===== src/rtl/hpx_pkg.sv =====
package hpx_pkg;

    typedef enum logic [1:0] {
        SEQ_IDLE = 2'd0,
        SEQ_WAIT = 2'd1,
        SEQ_BUSY = 2'd2
    } seq_state_e;

endpackage


===== src/rtl/hpx_sync.sv =====
module hpx_sync #(
    parameter int   STAGES  = 2,
    parameter logic RST_VAL = 1'b1
) (
    input  logic clk,
    input  logic rst_n,
    input  logic d_async,
    output logic q
);

    logic [STAGES-1:0] chain_d, chain_q;

    generate
        if (STAGES == 1) begin : g_single
            always_comb chain_d = d_async;
        end else begin : g_chain
            always_comb chain_d = {chain_q[STAGES-2:0], d_async};
        end
    endgenerate

    always_ff @(posedge clk) begin
        if (!rst_n) chain_q <= {STAGES{RST_VAL}};
        else        chain_q <= chain_d;
    end

    assign q = chain_q[STAGES-1];

endmodule


===== src/rtl/hpx_dirty.sv =====
module hpx_dirty #(
    parameter int W = 8
) (
    input  logic         clk,
    input  logic         rst_n,
    input  logic [W-1:0] image,
    input  logic         clr,
    output logic         dirty
);

    typedef struct packed {
        logic         pend;
        logic [W-1:0] prev;
    } trk_t;

    trk_t trk_d, trk_q;

    always_comb begin
        trk_d      = trk_q;
        trk_d.prev = image;
        // a launch captures the live image, so it covers a same-cycle change
        if (clr)                    trk_d.pend = 1'b0;
        else if (image != trk_q.prev) trk_d.pend = 1'b1;
    end

    always_ff @(posedge clk) begin
        if (!rst_n) begin
            trk_q.pend <= 1'b1;   // push the image once after start-up
            trk_q.prev <= '0;
        end else begin
            trk_q <= trk_d;
        end
    end

    assign dirty = trk_q.pend;

endmodule


===== src/rtl/hpx_fsm.sv =====
module hpx_fsm
    import hpx_pkg::*;
#(
    parameter int W = 8
) (
    input  logic         clk,
    input  logic         rst_n,
    input  logic         cfg_done,
    input  logic         wr_pend,
    input  logic         rd_pend,
    input  logic [W-1:0] image,
    input  logic         bus_gnt,
    input  logic         txn_done,
    input  logic         txn_nack,
    input  logic [W-1:0] txn_rdata,
    output logic         launch_wr,
    output logic         bus_req,
    output logic         txn_start,
    output logic         txn_write,
    output logic [W-1:0] txn_wdata,
    output logic [W-1:0] in_status,
    output logic         in_strobe,
    output logic         err_flag
);

    typedef struct packed {
        seq_state_e   st;
        logic         is_wr;
        logic [W-1:0] data;
        logic         retried;
        logic         err;
        logic [W-1:0] status;
        logic         stb;
    } fsm_t;

    fsm_t s_d, s_q;

    always_comb begin
        s_d       = s_q;
        s_d.stb   = 1'b0;
        launch_wr = 1'b0;
        txn_start = 1'b0;
        unique case (s_q.st)
            SEQ_IDLE: begin
                if (cfg_done) begin
                    if (wr_pend) begin
                        launch_wr = 1'b1;
                        s_d.is_wr = 1'b1;
                        s_d.data  = image;
                        s_d.st    = SEQ_WAIT;
                    end else if (rd_pend) begin
                        s_d.is_wr = 1'b0;
                        s_d.st    = SEQ_WAIT;
                    end
                end
            end
            SEQ_WAIT: begin
                if (bus_gnt) begin
                    txn_start = 1'b1;
                    s_d.st    = SEQ_BUSY;
                end
            end
            SEQ_BUSY: begin
                if (txn_done) begin
                    if (txn_nack) begin
                        s_d.err = 1'b1;
                        if (!s_q.retried) begin
                            s_d.retried = 1'b1;
                            s_d.st      = SEQ_WAIT;
                        end else begin
                            s_d.retried = 1'b0;
                            s_d.st      = SEQ_IDLE;
                        end
                    end else begin
                        s_d.retried = 1'b0;
                        s_d.st      = SEQ_IDLE;
                        if (!s_q.is_wr) begin
                            s_d.status = txn_rdata;
                            s_d.stb    = 1'b1;
                        end
                    end
                end
            end
            default: s_d.st = SEQ_IDLE;
        endcase
    end

    always_ff @(posedge clk) begin
        if (!rst_n) begin
            s_q.st      <= SEQ_IDLE;
            s_q.is_wr   <= 1'b0;
            s_q.data    <= '0;
            s_q.retried <= 1'b0;
            s_q.err     <= 1'b0;
            s_q.status  <= '0;
            s_q.stb     <= 1'b0;
        end else begin
            s_q <= s_d;
        end
    end

    assign bus_req   = (s_q.st != SEQ_IDLE);
    assign txn_write = s_q.is_wr;
    assign txn_wdata = s_q.data;
    assign in_status = s_q.status;
    assign in_strobe = s_q.stb;
    assign err_flag  = s_q.err;

endmodule


===== src/rtl/hpx_seq.sv =====
module hpx_seq #(
    parameter int W           = 8,
    parameter int SYNC_STAGES = 2
) (
    input  logic         clk,
    input  logic         rst_n,
    input  logic         cfg_done,
    input  logic         int_alt_en,
    input  logic         exp_int_n,
    input  logic [W-1:0] out_image,
    output logic         bus_req,
    input  logic         bus_gnt,
    output logic         txn_start,
    output logic         txn_write,
    output logic [W-1:0] txn_wdata,
    input  logic         txn_done,
    input  logic         txn_nack,
    input  logic [W-1:0] txn_rdata,
    output logic [W-1:0] in_status,
    output logic         in_strobe,
    output logic         err_flag
);

    logic int_n_sync;
    logic wr_pend;
    logic rd_pend;
    logic launch_wr;

    hpx_sync #(.STAGES(SYNC_STAGES), .RST_VAL(1'b1)) u_sync (
        .clk     (clk),
        .rst_n   (rst_n),
        .d_async (exp_int_n),
        .q       (int_n_sync)
    );

    assign rd_pend = int_alt_en & ~int_n_sync;

    hpx_dirty #(.W(W)) u_dirty (
        .clk   (clk),
        .rst_n (rst_n),
        .image (out_image),
        .clr   (launch_wr),
        .dirty (wr_pend)
    );

    hpx_fsm #(.W(W)) u_fsm (
        .clk       (clk),
        .rst_n     (rst_n),
        .cfg_done  (cfg_done),
        .wr_pend   (wr_pend),
        .rd_pend   (rd_pend),
        .image     (out_image),
        .bus_gnt   (bus_gnt),
        .txn_done  (txn_done),
        .txn_nack  (txn_nack),
        .txn_rdata (txn_rdata),
        .launch_wr (launch_wr),
        .bus_req   (bus_req),
        .txn_start (txn_start),
        .txn_write (txn_write),
        .txn_wdata (txn_wdata),
        .in_status (in_status),
        .in_strobe (in_strobe),
        .err_flag  (err_flag)
    );

endmodule


===== config.mk =====
export PLATFORM = sky130hd
export DESIGN_NAME = hpx_seq
export DESIGN_NICKNAME = d
export VERILOG_FILES = /design/src/rtl/hpx_pkg.sv /design/src/rtl/hpx_sync.sv /design/src/rtl/hpx_dirty.sv /design/src/rtl/hpx_fsm.sv /design/src/rtl/hpx_seq.sv
export SDC_FILE = /design/constraint.sdc
export NUM_CORES = 1
export LEC_CHECK = 0
export BUFFER_PORTS_ARGS = -buffer_cell sky130_fd_sc_hd__buf_2
export CAP_MARGIN = 20
export CORE_AREA = 2 2 57 59
export DETAILED_ROUTE_END_ITERATION = 10
export DIE_AREA = 0 0 59 61
export GPL_TIMING_DRIVEN = 0
export PLACE_DENSITY = 0.82
export SLEW_MARGIN = 20
export SYNTH_ARGS = -nofsm -noshare
export SYNTH_HDL_FRONTEND = slang
export SYNTH_SLANG_ARGS = --single-unit
export TNS_END_PERCENT = 1

===== constraint.sdc =====
create_clock -name clk -period 3.55 [get_ports clk]
set_clock_uncertainty 0.05 [all_clocks]
set_input_delay 0.355 -clock clk [delete_from_list [all_inputs] [get_ports clk]]
set_output_delay 0.355 -clock clk [all_outputs]
set_load 0.005 [all_outputs]

# Word level (Yosys, flattened, before mapping)
# Cells that the tools add are included.
# totals
in_bits	24
register_bits	33
wordCells	54
output_inout_bits	21
# classes
n_bitwise	7
mux	19
n_reduce_logical	11
eq_ne	7
# ops
operator	n
$mux 1	12
$mux 11	1
$reduce_and 3->1	3
$mux 8	1
$ne 8x8->1	1
$reduce_and 4->1	2
$mux 3	2
$ne 2x2->1 const B	3
$not 1->1	6
$pmux 2 s3	1
$reduce_bool 2->1	3
$mux 2	2
$reduce_or 4->1	1
$ne 3x3->1 const B	1
$eq 2x1->1 const B	1
$eq 2x2->1 const B	1
$logic_not 2->1	1
$reduce_and 2->1	1
$and 1x1->1	1

# Longest topological paths before layout
# Gate-level depths: netlist (run 1).
# logic_depth
word_depth	6
mapped_depth	5
mapped_depth_nobuf	3

# Modules after synthesis
# A second synthesis (run 1) with hierarchy kept.
# unflattened
cells_unflattened	152
area_unflattened_um2	1408.9
# by_module_without_submodules
mod	seq_area_each_um2	n_inst	cells_each	area_per_inst_um2
hpx_fsm	440.4	1	115	999.7
hpx_dirty	180.2	1	32	342.8
hpx_sync	40.0	1	4	52.6
hpx_seq	0.0	1	1	13.8

# Least setup slack after synthesis (run 1)
# No wires, ideal clock.
# synth_path
path_type	input-to-reg
start	in txn_nack
end	reg u_fsm.s_q, in the netlist u_fsm.in_status[0]
t_arrival_ns	0.953
slack_ns	2.423
n_path_buf	1
stages	4
required_time_ns	3.376
setup_ns	0.124
cell_sequence	or2_2 > clkbuf_1 > o21ai_0 > a21boi_0
# synth_between
elab_chain_len	2
# synth_lines
item	line	source
from (decl)	hpx_seq.sv:17	input logic txn_nack,
$not 1->1 (no source line)	--	
$reduce_and 4->1 (no source line)	--	
to (decl)	hpx_fsm.sv:36	fsm_t s_d, s_q;
# Every way passes these cells.
# A chain may end at the register's enable or synchronous reset.

# Final worst setup path (run 1)
# layout_path
start	reg u_fsm.s_q[21] (netlist bit)
end	out bus_req
# layout_between
elab_chain_len	1
# layout_lines
item	line	source
$reduce_bool 2->1	hpx_fsm.sv:102	assign bus_req = (s_q.st != SEQ_IDLE);
to (decl)	hpx_seq.sv:11	output logic bus_req,
# Every way passes these cells.

==> results of run 1 <==
## per-layer routing
layer | vias up | GRT usage, % | share of wire [%]
li1 | 594 | - | -
met2 | 44 | 29.7 | 46
met4 | 0 | 7.79 | 1.8
met1 | 503 | 18.3 | 43
met3 | 6 | 7.46 | 8.9
met5 | - | 0 | 0
## power breakdown
| group | total, mW | switching [mW] | internal [mW] | leakage (nW) |
|---|---|---|---|---|
| combinational | 0.101 | 0.0474 | 0.0537 | 0.522 |
| clock | 0.200 | 0.121 | 0.0788 | 0.0265 |
| sequential | 0.397 | 0.00975 | 0.387 | 0.271 |
| total | 0.698 | 0.178 | 0.520 | 0.819 |
## through the flow
step | power, mW | area [um^2] | setup slack (ps) | hold WS [ps]
floorplan | 0.469 | 1450 | 2420 | 336
global placement | 0.506 | 1710 | 2220 | 338
detailed placement | 0.508 | 1710 | 2190 | 342
CTS | 0.708 | 1760 | 2000 | 148
global route | 0.738 | 1760 | 1930 | 153
finish | 0.698 | 1760 | 2020 | 155
## sequential cells by signal, indices dropped and copies added, names as in the netlist
name,count
u_dirty.dirty,1
u_dirty.trk_q,8
u_fsm.err_flag,1
u_fsm.in_status,8
u_fsm.in_strobe,1
u_fsm.s_q,3
u_fsm.txn_wdata,8
u_fsm.txn_write,1
u_sync.chain_q,2
## cell type report
type                    count  area, um^2  area share, %
inverters                   2        7.51          0.427
well taps                  33        41.3           2.35
plain buffers              24         163           9.25
repair buffers             44         220           12.5
multi-input cells          93         618           35.1
clock buffers               8        48.8           2.77
flip-flops and latches     33         661           37.6
## path summary, 6_finish.rpt
path | from | endpoint | slack (ps) | cells past startpoint
setup / recovery | u_fsm.s_q[21]$_SDFFE_PN0P_ | bus_req | 2020 | 4
hold / removal | exp_int_n | u_sync.chain_q[0]$_SDFF_PN1_ | 150 | 2
setup reg to reg | u_fsm.s_q[20]$_SDFFE_PN0P_ | u_fsm.txn_wdata[2]$_SDFFE_PN0P_ | 2240 | 4
hold reg to reg | u_sync.chain_q[0]$_SDFF_PN1_ | u_sync.chain_q[1]$_SDFF_PN1_ | 350 | 1
## cell usage in the layout (no fill, tap or decap)
cell type / synthesis / final
buf_2: 1 / 45
dfxtp_1: 33 / 33
nand2_1: 17 / 17
buf_4: 17 / 17
and2_1: 9 / 9
clkbuf_1: 5 / 8
nand3_1: 8 / 8
o21ai_0: 8 / 8
a21boi_0: 8 / 8
a21boi_2: 8 / 8
xor2_1: 8 / 8
clkbuf_4: 0 / 5
nor2_1: 3 / 3
nor3b_1: 3 / 3
o21a_1: 3 / 3
inv_1: 2 / 2
nor2b_1: 2 / 2
nand2b_1: 2 / 2
buf_6: 1 / 1
nand3b_2: 1 / 1
nor3b_2: 1 / 1
o211a_1: 1 / 1
o31a_1: 1 / 1
and3b_1: 1 / 1
or2_2: 1 / 1
a21oi_1: 1 / 1
nor4bb_1: 1 / 1
nand4bb_1: 1 / 1
and3_1: 1 / 1
nor3_1: 1 / 1
nor4_1: 1 / 1
a32oi_1: 1 / 1
a31oi_1: 1 / 1
## cell families (layout without fill, tap and decap cells)
kind of cell              count (synthesis)  in the layout  synth area share, %
AOI/OAI and AO/OA                        32             32                 17.4
buffers and inverters                    26             78                 11.7
and+or+nand+nor                          53             53                 20.5
DFF                                      33             33                 45.6
xor gates and xnor gates                  8              8                 4.84
==> results.json, run 1 <==
{
  "clkSinkCount": 33,
  "max_stage_delay_ps": 320,
  "synth_most_common_cell": "dfxtp_1",
  "final_hold_viol_count": 0,
  "placedCellCount": 229,
  "status": "completed",
  "cts_buffers": 5,
  "final_antenna_net_count": 0,
  "path_delay_family": "flip-flops",
  "cts_resized": 0,
  "fp.dieW_um": 59,
  "viasPerCell": 4.84,
  "area.growth.synth_to_final_pct": 21.4,
  "synth.largest_area_cell": "dfxtp_1",
  "cp_max_fo": 8,
  "fill_cells": 297,
  "max_freq_mhz": 655,
  "grt_antenna_before_repair": 0,
  "power_leakage_nw": 0.819,
  "crit_type": "flop to primary output",
  "cts_root_buffer": "clkbuf_4",
  "period_minus_slack_ps": 1530,
  "postSynthCellCount": 152,
  "vdd_drop_max_mv": 0.270,
  "yosysSeqAreaShare_pct": 45.6,
  "die-height_um": 61,
  "drtPass1Iterations": 4,
  "synth_top_area_share_pct": 45.6,
  "grt-ovfl-total": 0,
  "cts_buffer_depth": 2,
  "worstSkewPairLatency_ps": 340,
  "drc": 0,
  "synth_flop_cell": "dfxtp_1",
  "maxSlewHeadroom_pct": 65.0,
  "finalSetupViolations": 0,
  "post-cts-setup-buffer-count": 0,
  "syn_nets": 176,
  "path_cells": "buf_6 > nor2_1 > inv_1 > buf_2",
  "grt_usage_pct": 17.2,
  "io_buffers": 44,
  "grt_pass1_wl_um": 4530,
  "fp-row-count": 20,
  "path_clk_slew_ps": 100,
  "drt-total-wl_um": 2660,
  "grt_pass1_vias": 1065,
  "synthTopCellsByArea": "dfxtp_1, buf_4, a21boi_2",
  "cpMaxStageDelayCell": "dfxtp_1",
  "diodes": 0,
  "synth-async-reset-ratio_pct": 0,
  "cp.required_ps": 3140,
  "start_util_pct": 49.1,
  "critPathBufInv": 3,
  "yosysUniqueCellTypes": 32,
  "wl_per_cell_um": 11.2,
  "ys_ff_latch": 33,
  "ys_warn_count": 0,
  "finalNonFillerCells": 237,
  "cts_tree": "yes",
  "power_density_nw_per_um2": 397,
  "start_kind": "flop",
  "netlist_area_um2": 1450,
  "crit_path_end_kind": "primary output",
  "fin_crit_sh_pct": 43.0,
  "place_congestion": 0.787,
  "slew_viol_final": 0,
  "synth_edf_count": 0,
  "core_area_um2": 2950,
  "cap_viol_max_count": 0,
  "hold_buffers": 0,
  "io_pins": 45,
  "worst_pin_slew_ps": 523,
  "cp.arrival_ps": 1120,
  "dp_hpwl_um": 1970,
  "synth_common_cells": "dfxtp_1, buf_4, nand2_1",
  "nNetsFinal": 227,
  "hp-class": "input pin to flop",
  "rsz0062_at_grt": "no",
  "drtIter0Drc": 34,
  "vias": 1147,
  "dieArea_um2": 3600,
  "cts-htree-levels": 2,
  "final_core_util_pct": 59.6,
  "synth.avg_cell_area_um2": 9.53,
  "setup-tns-final_ps": 0,
  "layout-drive-gt1-share_pct": 38.7,
  "grt_max_degree": 11
}
Power figures use the tool's default switching activity.
==> run 2: changes to the inputs <==
==> constraint.sdc (replaced) <==
create_clock -name clk -period 1.5 [get_ports clk]
set_clock_uncertainty 0.05 [all_clocks]
set_input_delay 0.15 -clock clk [delete_from_list [all_inputs] [get_ports clk]]
set_output_delay 0.15 -clock clk [all_outputs]
set_load 0.005 [all_outputs]
==> results.json, run 2 (same netlist as run 1, synthesis figures left out) <==
{
  "core_area_um2": 2950,
  "fill_cells": 285,
  "final_antenna_net_count": 0,
  "cp.arrival_ps": 1120,
  "crit_path_end_kind": "primary output",
  "vias": 1186,
  "grt_pass1_wl_um": 4760,
  "start_kind": "flop",
  "layout_commonest_cell": "buf_2",
  "drtIter0Drc": 43,
  "multiInputGateArea_um2": 618,
  "endpoint": "bus_req",
  "slew_viol_final": 0,
  "finalHoldWorstSlack_ps": 12.5,
  "power_density_nw_per_um2": 898,
  "worstSkewPairLatency_ps": 340,
  "cts_root_buffer": "clkbuf_4",
  "cts_tree": "yes",
  "die-height_um": 61,
  "io_buffers": 44,
  "final_core_util_pct": 63.3,
  "wl_per_cell_um": 11.4,
  "place_area_um2": 1710,
  "total_power_mw": 1.68,
  "fp.dieW_um": 59,
  "drc": 0,
  "crit_type": "flop to primary output",
  "grt_antenna_before_repair": 0,
  "status": "completed",
  "placedCellCount": 229,
  "grt_pass1_vias": 1100,
  "place_congestion": 0.787,
  "grt_max_degree": 11,
  "layout-drive-gt1-share_pct": 36.7,
  "clkSinkCount": 33,
  "grt_usage_pct": 18.1,
  "cts-htree-levels": 2,
  "cts_buffer_depth": 2,
  "final_hold_viol_count": 0,
  "cp_max_fo": 8,
  "rsz0062_at_grt": "no",
  "grt-ovfl-total": 0,
  "vdd_drop_max_mv": 0.648,
  "max_freq_mhz": 755,
  "nNetsFinal": 238,
  "drt-total-wl_um": 2820,
  "drtPass1Iterations": 4,
  "post-cts-setup-buffer-count": 0,
  "r2r_cells": 4,
  "regArea_um2": 661,
  "cp.required_ps": 1300,
  "dieArea_um2": 3600,
  "reg2reg_slack_ps": 180,
  "fin_area_um2": 1870,
  "io_pins": 45,
  "diodes": 0,
  "r2r_start": "u_fsm.s_q[20]$_SDFFE_PN0P_",
  "cts_resized": 0,
  "finalNonFillerCells": 248,
  "power_leakage_nw": 0.864,
  "crit_start": "u_fsm.s_q[21]$_SDFFE_PN0P_",
  "period_minus_slack_ps": 1320,
  "finalSetupViolations": 0,
  "setup-tns-final_ps": 0,
  "viasPerCell": 4.78,
  "area.growth.synth_to_final_pct": 29.0,
  "cap_viol_max_count": 0,
  "final_cell_mix": "buf_2, dfxtp_1, nand2_1, buf_4, dlygate4sd3_1",
  "start_util_pct": 49.1,
  "cts_buffers": 5,
  "maxSlewHeadroom_pct": 64.2,
  "reg2reg_to": "u_fsm.txn_wdata[4]$_SDFFE_PN0P_",
  "hp-class": "input pin to flop",
  "setup_ws_ps": 176,
  "place_ws_ps": 216,
  "min_delay_path_depth": 2,
  "fin_crit_sh_pct": 88.3,
  "worst_pin_slew_ps": 536,
  "dp_hpwl_um": 1970,
  "path_clk_slew_ps": 100,
  "fp-row-count": 20
}
-- run 2: cell count changes in the layout (fill, tap and decap cells not counted) --
cell / previous run / this run
dlygate4sd3_1: 0 / 11
-- run 2: worst min path at each step --
stage,endpoint,from
floorplan,u_sync.chain_q[0]$_SDFF_PN1_,rst_n
detailed placement,u_sync.chain_q[0]$_SDFF_PN1_,exp_int_n
CTS,u_dirty.trk_q[2]$_SDFF_PN0_,out_image[2]
global placement,u_sync.chain_q[0]$_SDFF_PN1_,exp_int_n
finish,u_dirty.trk_q[0]$_SDFF_PN0_,out_image[0]
global route,u_dirty.trk_q[0]$_SDFF_PN0_,out_image[0]
-- run 2: what timing repair did --
action                     in CTS  in global routing
setup endpoints to repair       0                  0
hold endpoints to repair        9                  1
hold buffers                   10                  1
-- run 2: critical path: stages (launching register included) --
cell and delay [ps]:
dfxtp_1 320, buf_6 130, nor2_1 170, inv_1 60, buf_2 120
-- run 2: final cells by class --
| class | count | share of cell area (%) |
|---|---|---|
| sequential | 33 | 35.3 |
| multi-input combinational | 93 | 33.1 |
| timing repair buffer | 55 | 17.7 |
| buffer | 24 | 8.70 |
| clock buffer | 8 | 2.61 |
| tap | 33 | 2.21 |
| inverter | 2 | 0.402 |
-- run 2: metal layers --
layer	global-route usage (%)	vias up	share of wire (%)
li1	-	615	-
met1	19.2	524	43
met2	32.1	41	48
met3	7.25	6	7.0
met4	7.79	0	1.7
met5	0	-	0
-- run 2: where the power goes --
group | switching (mW) | leakage [nW] | internal, mW | total [mW]
clock network | 0.289 | 0.0265 | 0.187 | 0.475
registers | 0.0232 | 0.271 | 0.917 | 0.940
logic | 0.117 | 0.567 | 0.146 | 0.263
